--- src/rtl/vslw_pkg.sv ---
package vslw_pkg;

    typedef enum logic [2:0] {
        ST_OFF,
        ST_ENWAIT,
        ST_SSRAMP,
        ST_HOLD,
        ST_TRACK,
        ST_SHUT
    } seq_st_e;

    // A code selects a DAC voltage only inside this window; the rest mean off
    function automatic logic code_ok(input logic [7:0] c);
        return (c >= 8'h02) && (c <= 8'hB2);
    endfunction

    // Level in 6.25 mV units: 0x02 sits 256 steps up, higher codes go lower
    function automatic logic [7:0] code_to_level(input logic [7:0] c,
                                                 input logic [7:0] ofs);
        logic [8:0] t;
        t = 9'd258 - {1'b0, c} - {1'b0, ofs};
        return t[7:0];
    endfunction

endpackage

--- src/rtl/vslw_deskew.sv ---
module vslw_deskew #(
    parameter int DSK_CYC = 8
) (
    input  logic       clk,
    input  logic       rst_n,
    input  logic [7:0] vid_i,
    output logic [7:0] lat_o
);
    localparam int CW = $clog2(DSK_CYC + 1);

    typedef struct packed {
        logic [7:0]    lat;
        logic          busy;
        logic [CW-1:0] cnt;
    } dsk_s;

    dsk_s dsk_d, dsk_q;

    always_comb begin
        dsk_d = dsk_q;
        if (!dsk_q.busy) begin
            if (vid_i != dsk_q.lat) begin
                dsk_d.busy = 1'b1;
                dsk_d.cnt  = '0;
            end
        end else if (dsk_q.cnt == CW'(DSK_CYC - 1)) begin
            dsk_d.lat  = vid_i;
            dsk_d.busy = 1'b0;
        end else begin
            dsk_d.cnt = dsk_q.cnt + 1'b1;
        end
    end

    always_ff @(posedge clk or negedge rst_n) begin
        if (!rst_n) dsk_q <= '0;
        else        dsk_q <= dsk_d;
    end

    assign lat_o = dsk_q.lat;


    lat_hold_chk: assert property (@(posedge clk) disable iff (!rst_n)
        (dsk_q.busy && dsk_q.cnt != CW'(DSK_CYC - 1)) |=> $stable(lat_o));

endmodule

--- src/rtl/vslw_tick.sv ---
module vslw_tick #(
    parameter int SS_DIV  = 6,
    parameter int TRK_DIV = 2
) (
    input  logic clk,
    input  logic rst_n,
    input  logic run_i,
    input  logic slow_i,
    output logic tick_o
);
    localparam int DMAX = (SS_DIV > TRK_DIV) ? SS_DIV : TRK_DIV;
    localparam int CW   = $clog2(DMAX + 1);

    logic [CW-1:0] cnt_d, cnt_q, lim;

    always_comb begin
        lim    = slow_i ? CW'(SS_DIV - 1) : CW'(TRK_DIV - 1);
        tick_o = run_i && (cnt_q >= lim);
        if (!run_i || tick_o) cnt_d = '0;
        else                  cnt_d = cnt_q + 1'b1;
    end

    always_ff @(posedge clk or negedge rst_n) begin
        if (!rst_n) cnt_q <= '0;
        else        cnt_q <= cnt_d;
    end

endmodule

--- src/rtl/vid_slew_seq.sv ---
module vid_slew_seq
    import vslw_pkg::*;
#(
    parameter int         ENA_DLY   = 40,
    parameter int         HOLD_CYC  = 30,
    parameter int         SS_DIV    = 6,
    parameter int         TRK_DIV   = 2,
    parameter int         DSK_CYC   = 8,
    parameter int         INV_TMO   = 50,
    parameter logic [7:0] BOOT_CODE = 8'h52,
    parameter int         OFS_STEPS = 3
) (
    input  logic       clk,
    input  logic       rst_n,
    input  logic       enable,
    input  logic [7:0] vid,
    output logic [7:0] dac_level,
    output logic       ss_done,
    output logic       shutdown
);
    localparam int         TM1      = (ENA_DLY > HOLD_CYC) ? ENA_DLY : HOLD_CYC;
    localparam int         TMAX     = (TM1 > INV_TMO) ? TM1 : INV_TMO;
    localparam int         TW       = $clog2(TMAX + 1);
    localparam logic [7:0] OFS      = 8'(OFS_STEPS);
    localparam logic [7:0] BOOT_LVL = code_to_level(BOOT_CODE, OFS);

    typedef struct packed {
        seq_st_e       st;
        logic [7:0]    level;
        logic [7:0]    target;
        logic [TW-1:0] tmr;
        logic          ss_done;
    } seq_s;

    localparam seq_s SEQ_RST = '{st: ST_OFF, level: 8'd0, target: 8'd0,
                                 tmr: '0, ss_done: 1'b0};

    seq_s       seq_d, seq_q;
    logic [7:0] lat_code, lat_lvl, step_lvl;
    logic       lat_ok, tick, run;

    vslw_deskew #(.DSK_CYC(DSK_CYC)) u_dsk (
        .clk   (clk),
        .rst_n (rst_n),
        .vid_i (vid),
        .lat_o (lat_code)
    );

    assign run = (seq_q.st == ST_SSRAMP) || (seq_q.st == ST_TRACK);

    vslw_tick #(.SS_DIV(SS_DIV), .TRK_DIV(TRK_DIV)) u_tick (
        .clk    (clk),
        .rst_n  (rst_n),
        .run_i  (run),
        .slow_i (!seq_q.ss_done),
        .tick_o (tick)
    );

    always_comb begin
        seq_d    = seq_q;
        lat_ok   = code_ok(lat_code);
        lat_lvl  = code_to_level(lat_code, OFS);
        step_lvl = seq_q.level;
        if (tick) begin
            if (seq_q.level < seq_q.target)      step_lvl = seq_q.level + 8'd1;
            else if (seq_q.level > seq_q.target) step_lvl = seq_q.level - 8'd1;
        end

        unique case (seq_q.st)
            ST_OFF: begin
                seq_d.level = '0;
                if (enable) begin
                    seq_d.st  = ST_ENWAIT;
                    seq_d.tmr = '0;
                end
            end
            ST_ENWAIT: begin
                if (seq_q.tmr == TW'(ENA_DLY - 1)) begin
                    seq_d.st     = ST_SSRAMP;
                    seq_d.target = BOOT_LVL;
                    seq_d.tmr    = '0;
                end else begin
                    seq_d.tmr = seq_q.tmr + 1'b1;
                end
            end
            ST_SSRAMP: begin
                if (seq_q.level == seq_q.target) begin
                    seq_d.st  = ST_HOLD;
                    seq_d.tmr = '0;
                end else begin
                    seq_d.level = step_lvl;
                end
            end
            ST_HOLD: begin
                if (seq_q.tmr == TW'(HOLD_CYC - 1)) begin
                    seq_d.st  = ST_TRACK;
                    seq_d.tmr = '0;
                end else begin
                    seq_d.tmr = seq_q.tmr + 1'b1;
                end
            end
            ST_TRACK: begin
                seq_d.level = step_lvl;
                if (lat_ok) begin
                    seq_d.target = lat_lvl;
                    seq_d.tmr    = '0;
                    if (seq_q.level == seq_q.target && seq_q.target == lat_lvl)
                        seq_d.ss_done = 1'b1;
                end else if (seq_q.tmr == TW'(INV_TMO - 1)) begin
                    seq_d.st    = ST_SHUT;
                    seq_d.level = '0;
                end else begin
                    seq_d.tmr = seq_q.tmr + 1'b1;
                end
            end
            ST_SHUT: seq_d.level = '0;
            default: seq_d = SEQ_RST;
        endcase

        if (!enable) seq_d = SEQ_RST;
    end

    always_ff @(posedge clk or negedge rst_n) begin
        if (!rst_n) seq_q <= SEQ_RST;
        else        seq_q <= seq_d;
    end

    assign dac_level = seq_q.level;
    assign ss_done   = seq_q.ss_done;
    assign shutdown  = (seq_q.st == ST_SHUT);


    step_one_chk: assert property (@(posedge clk) disable iff (!rst_n)
        (enable && $past(enable) && !shutdown) |->
        (({1'b0, dac_level} <= {1'b0, $past(dac_level)} + 9'd1) &&
         ({1'b0, dac_level} + 9'd1 >= {1'b0, $past(dac_level)})));


    no_overshoot_up_chk: assert property (@(posedge clk) disable iff (!rst_n)
        (seq_q.st == ST_TRACK && seq_q.level < seq_q.target) |=>
        (seq_q.level <= $past(seq_q.target)));


    no_overshoot_dn_chk: assert property (@(posedge clk) disable iff (!rst_n)
        (seq_q.st == ST_TRACK && seq_q.level > seq_q.target) |=>
        (seq_q.st == ST_OFF || seq_q.st == ST_SHUT || seq_q.level >= $past(seq_q.target)));


    off_clear_chk: assert property (@(posedge clk) disable iff (!rst_n)
        !enable |=> (dac_level == 8'd0 && !ss_done && !shutdown));


    shut_zero_chk: assert property (@(posedge clk) disable iff (!rst_n)
        shutdown |-> (dac_level == 8'd0));


    shut_latch_chk: assert property (@(posedge clk) disable iff (!rst_n)
        (shutdown && enable) |=> shutdown);


    ss_sticky_chk: assert property (@(posedge clk) disable iff (!rst_n)
        (ss_done && enable) |=> ss_done);

endmodule

--- config.mk ---
export PLATFORM = sky130hd
export DESIGN_NAME = vid_slew_seq
export DESIGN_NICKNAME = d
export VERILOG_FILES = /design/src/rtl/vslw_pkg.sv /design/src/rtl/vslw_deskew.sv /design/src/rtl/vslw_tick.sv /design/src/rtl/vid_slew_seq.sv
export SDC_FILE = /design/constraint.sdc
export NUM_CORES = 1
export LEC_CHECK = 0
export BUFFER_PORTS_ARGS = -buffer_cell sky130_fd_sc_hd__buf_2
export CORE_MARGIN = 5
export CORE_UTILIZATION = 60
export DETAILED_ROUTE_END_ITERATION = 16
export GPL_TIMING_DRIVEN = 0
export HOLD_SLACK_MARGIN = 0.15
export PLACE_DENSITY_LB_ADDON = 0.08
export SETUP_SLACK_MARGIN = 0.5
export SLEW_MARGIN = 20
export SYNTH_ARGS = -nofsm -noshare
export SYNTH_HDL_FRONTEND = slang
export SYNTH_SLANG_ARGS = --single-unit
--- constraint.sdc ---
create_clock -name clk -period 5.95 [get_ports clk]
set_input_delay 1.19 -clock clk [delete_from_list [all_inputs] [get_ports clk]]
set_output_delay 1.19 -clock clk [all_outputs]
set_load 0.02 [all_outputs]
Word level (Yosys, flattened, before mapping)
Cells that the tools add are included.
{ "totals": {"reg_bits": 42, "in_bits": 11, "out_inout_bits": 10, "elab_cells": 95} }
{ "op_classes": {"n_addsub": 7, "n_lt_le_gt_ge": 5, "n_eq_ne": 26, "n_mux": 30, "reduce_logical": 18} }
{ "op_table": {"columns": ["operator", "count"], "rows": [
  ["2-to-1 mux 8 bit", 6],
  ["one-hot mux 8 bit (3 select lines)", 2],
  ["2-to-1 mux 6 bit", 5],
  ["one-hot mux 6 bit (5 select lines)", 1],
  ["2-to-1 mux 26 bit", 1],
  ["2-to-1 mux 11 bit", 2],
  ["one-hot mux 3 bit (6 select lines)", 1],
  ["== test 8 bit", 2],
  ["2-to-1 mux 3 bit", 5],
  ["inequality test 3 bit (second input constant)", 5],
  ["== test 6 bit (second input constant)", 2],
  ["2-to-1 mux 5 bit", 2],
  ["inequality test 2 bit (second input constant)", 5],
  ["inequality test 3 x 2 -> 1 bit (second input constant)", 3],
  ["AND reduction 3 bit", 3],
  ["adder 8 x 1 -> 8 bit (second input constant)", 1],
  [">= comparator 8 x 2 -> 1 bit (second input constant)", 1],
  ["> comparator 8 bit", 1],
  ["<= comparator 8 bit (second input constant)", 1],
  ["less-than comparator 8 bit", 1],
  ["inequality test 8 bit", 1],
  ["subtractor 2 x 8 -> 8 bit (first input constant)", 1],
  ["subtractor 8 x 1 -> 8 bit (second input constant)", 1],
  ["subtractor 8 x 2 -> 8 bit (second input constant)", 1],
  ["other kinds (23)", 32]
]} }

Logic depth before layout (Yosys ltp)
{ "depth": {"ltp_word": 8, "ltp_mapped": 9, "ltp_nobuf": 8} }

Cells and area by module
From an unflattened synthesis, not the netlist that was laid out.
{ "hier_totals": {"hier_cells": 315, "area_unflattened_um2": 3036.7} }
{ "by_module_without_submodules": {"columns": ["module", "instances", "cells_each", "area_each_um2"], "rows": [
  ["vid_slew_seq", 1, 242, 2162.1],
  ["vslw_deskew", 1, 59, 684.4],
  ["vslw_tick", 1, 14, 190.2]
]} }

Worst setup path after synthesis
OpenSTA, ideal clock, no wires.
{ "synth_timing": {"path_type": "register to register", "from": "register seq_q, in the netlist dac_level[1]", "to": "register seq_q, in the netlist dac_level[4]", "setup_ns": 0.121, "arrival_time_ns": 1.985, "slack_ns": 3.844, "path_stages_with_launch": 9, "cell_sequence": "dfrtp_1 -> ha_1 -> nor2b_1 -> o211ai_1 -> a21boi_1 -> clkbuf_1 -> or3_1 -> and3_1 -> o22a_1"} }
{ "synth_via": {"elab_chain_cells": 8, "elab_cells_between_ends": 15, "cone_classes": "add/sub: 2; order compare: 2; eq/ne: 2; mux: 8; reduce/logical: 1"} }
{ "synth_lines": {"columns": ["item", "line", "rtl"], "rows": [
  ["from (decl)", "vid_slew_seq.sv:38", "seq_s seq_d, seq_q;"],
  ["from (signal assigned)", "vid_slew_seq.sv:125", "else seq_q <= seq_d;"],
  ["subtractor 8 x 1 -> 8 bit / > comparator 8 bit (equally long branches)", "vid_slew_seq.sv:66", "else if (seq_q.level > seq_q.target) step_lvl = seq_q.level - 8'd1;"],
  ["2-to-1 mux 8 bit", "vid_slew_seq.sv:66", null],
  ["2-to-1 mux 8 bit", "vid_slew_seq.sv:65", "if (seq_q.level < seq_q.target) step_lvl = seq_q.level + 8'd1;"],
  ["2-to-1 mux 8 bit", "vid_slew_seq.sv:64", "if (tick) begin"],
  ["2-to-1 mux 11 bit", "vid_slew_seq.sv:109", "end else if (seq_q.tmr == TW'(INV_TMO - 1)) begin"],
  ["2-to-1 mux 11 bit", "vid_slew_seq.sv:104", "if (lat_ok) begin"],
  ["one-hot mux 8 bit (3 select lines)", "vid_slew_seq.sv:69", "unique case (seq_q.st)"],
  ["2-to-1 mux 26 bit", "vid_slew_seq.sv:120", "if (!enable) seq_d = SEQ_RST;"]
]} }
Parallel ways exist; a longest one is shown, timed or not. The select of a mux whose other input is x is not followed.
A chain may end at the register's enable or synchronous reset.

Worst setup path in the final report
{ "layout_timing": {"from": "register seq_q[23] in the netlist's numbering", "to": "output shutdown"} }
{ "layout_via": {"elab_chain_cells": 1} }
{ "layout_lines": {"columns": ["item", "line", "rtl"], "rows": [
  ["== test 3 bit", "vid_slew_seq.sv:130", "assign shutdown = (seq_q.st == ST_SHUT);"],
  ["to (decl)", "vid_slew_seq.sv:19", "output logic shutdown"]
]} }
No other way between the ends.

==> results.md <==
* Die height at 80.8 um
* Postcts setup bufs at 0
* First-pass GRT wire length at 11,000 um
* Yosys top cell by area: dfrtp_1
* Yosys reg bits at 42
* CP max FO at 4
* Pwr Total at 0.000864 W
* Vias in the first global route at 2,411
* DRC errors left at 0
* DR iter-0 viols at 124
* Max cap viols at 0
* Status: complete, no violations
* Period utilization at 43.9%
* Slew headroom at 36.8%
* Net Sw Power at 0.000320 W
* Nets@finish at 388
* Pleak at 1.46 nW
* Arrival time at the worst endpoint at 1.42 ns
* Clock period minus worst slack at 2.61 ns
* CTS tree: yes
* Max frequency at 383 MHz
* Congestion Overflow GR at 0
* Die ar. at 6540 sq um
* Setup TNS at 0 ns
* Die width at 80.8 um
* Setup slack, reg-to-reg at 3.59 ns
* Post-synth ARST share at 100%
* DR vias/cell at 5.73
* Sequential Power Share at 45.0%
* Max Root-Sink Buffers at 2
* Worst reg2reg path startpoint: dac_level[5]
* Reg-to-reg endpoint: dac_level[3]
* Port buffer count at 20
* Worst setup EP type: output pin
* Instance count of the mapped netlist at 334
* Total number of vias at 2,451
* GRT Overall Usage at 21.3%
* Routed WL at 6200 um
* Clk network pwr share at 20.2%
* Internal at 0.000544 W
* Worst Hold Depth at 1
* Post-route core utilization at 68.4%
* WL/cell at 14.5 um
* Hold-fix buffers at CTS at 0
* TritonCTS Buffers at 5
* Pins over their slew limit at 0
* Drt pass-1 iters at 4
* Critical path capture point: shutdown
* Final Hold Vio Count at 0
* Fill cells at 415
* Pwr dens at 264 nW/um^2
* Commonest cells post-synth: dfrtp_1 (42), nand2_1 (39), inv_1 (24)
* Sw Ratio at 37.1%
* Ys Warns at 0
* Maximum vdd drop at 0.247 mV
* RSZ-0062 raised after global routing: false
* Worst Skew at 0.00556 ns
* Rows at 25
* Max H-tree Level at 2
* Syn_nets at 361
* Clock root cell: clkbuf_8
* Worst Path Class, Setup: flop to output pin
* N_diodes at 0
* TritonCTS Sinks at 42
* Final setup violation count at 0
* Critical Path Source: seq_q[23]
* Mapped cell area at 3010 sq um
* Synth-to-Final Area Change at 8.64%
* Pin count of the biggest net entering global routing at 43
* Initial antenna violation count at 0
* Final GP Congestion at 0.919
* HPWL Detailed at 4640 um
* Syn avg cell area at 9.02 sq um
* Yosys top cell area share at 34.9%
* Synth area leaders: dfrtp_1 (35%), ha_1 (6.6%), nand2_1 (4.9%)
* Worst slew pin tran at 0.948 ns
* Hold Path Class: flop to flop
* Routed Antenna Nets at 0
* Share of cells above drive strength 1 at 15.8%
* Post-synth EDFFs at 0
* Primary FF master, synth: dfrtp_1
* Comb pwr share at 34.8%
* Clock Latency Late Sink at 0.30 ns
* Sequential fraction of the synthesis area at 34.9%
* Core area at 4790 sq um
* Initial core utilization at 62.9%
* Clock transition at the registers of the reported paths at 0.08 ns
* Startpoint Class: flop
* Number of unique standard cell types used by synthesis at 60
* Number of gates resized after cts at 0
* Io pins at 21
* Critical Path RT at 4.76 ns
* Cells on worst reg2reg path at 7
* Most frequent cell after synthesis: dfrtp_1
[flip-flops by register name, summed over array words and instances (netlist names)]
name / flops
seq_q: 17
dac_level: 8
u_dsk.lat_o: 8
u_dsk.dsk_q: 5
u_tick.cnt_q: 3
ss_done: 1
[cells by family (layout without fill, tap and decap cells)]
family	count (synthesis)	after routing	share of synthesized area, %
AO/OA/AOI/OAI	78	78	19.0
AND/OR/NAND/NOR	128	128	23.1
adder cells (fa/ha/maj)	16	16	6.65
flip-flops	42	42	34.9
XOR/XNOR	20	20	5.82
buffers and inverters	44	71	7.64
multiplexers	6	6	2.83
[per-layer routing]
layer	GRT usage (%)	share of wire [%]	vias to the layer above
met2	36.6	49	42
met4	6.42	0.47	0
li1	-	-	1242
met5	0	0	-
met1	27.2	47	1165
met3	3.99	3.5	2
[stage by stage]
stage | worst slack [ns] | cells | hold slack [ns] | instance area [sq um]
floorplan | 3.84 | 334 | 0.456 | 3010
global placement | 3.46 | 421 | 0.484 | 3200
detailed placement | 3.45 | 421 | 0.502 | 3200
CTS | 3.34 | 428 | 0.508 | 3270
global route | 3.30 | 428 | 0.544 | 3270
finish | 3.34 | 428 | 0.512 | 3270
[worst max-delay path, cell delays in order, from the launching register on]
cell,delay [ns]
dfrtp_1,0.44
nor2b_1,0.25
and2_1,0.24
buf_2,0.19
[power by group through the flow]
stage                     registers (W)  logic (W)  clock network [W]
after floorplan                0.000380   0.000244                  0
after global placement         0.000392   0.000293                  0
after detailed placement       0.000394   0.000303                  0
after CTS                      0.000388   0.000304           0.000181
after global routing           0.000397   0.000342           0.000195
final                          0.000388   0.000301           0.000175
[layout make-up]
class | count | area [sq um] | area share (%)
Multi-Input combinational cell | 248 | 1730 | 52.9
Sequential cell | 42 | 1050 | 32.1
Buffer | 20 | 140 | 4.28
Timing Repair Buffer | 20 | 100 | 3.06
Inverter | 24 | 90.1 | 2.75
Tap cell | 67 | 83.8 | 2.56
Clock buffer | 7 | 76.3 | 2.33
[worst min path at each step]
stage	startpoint	end	slack [ns]
after floorplan	u_dsk.dsk_q[3]	u_dsk.dsk_q[3]	0.46
after detailed placement	u_dsk.dsk_q[3]	u_dsk.dsk_q[3]	0.50
after CTS	u_dsk.dsk_q[3]	u_dsk.dsk_q[3]	0.51
after global routing	u_tick.cnt_q[0]	u_tick.cnt_q[0]	0.54
after global placement	u_tick.cnt_q[0]	u_tick.cnt_q[0]	0.48
final	u_dsk.dsk_q[3]	u_dsk.dsk_q[3]	0.51
[layout by cell type (no fill, tap or decap), types with 7 or more instances in the layout]
cell type,n
nand2b_1,7
nand3_1,12
nor4_1,8
o21ai_0,8
nor3_1,7
dfrtp_1,42
xnor2_1,9
a21oi_1,16
buf_4,11
ha_1,16
buf_2,21
o21ai_1,8
inv_1,24
nand2_1,39
nor2_1,20
xor2_1,11
clkbuf_1,7
No activity file was read; power rests on OpenSTA's default activity.
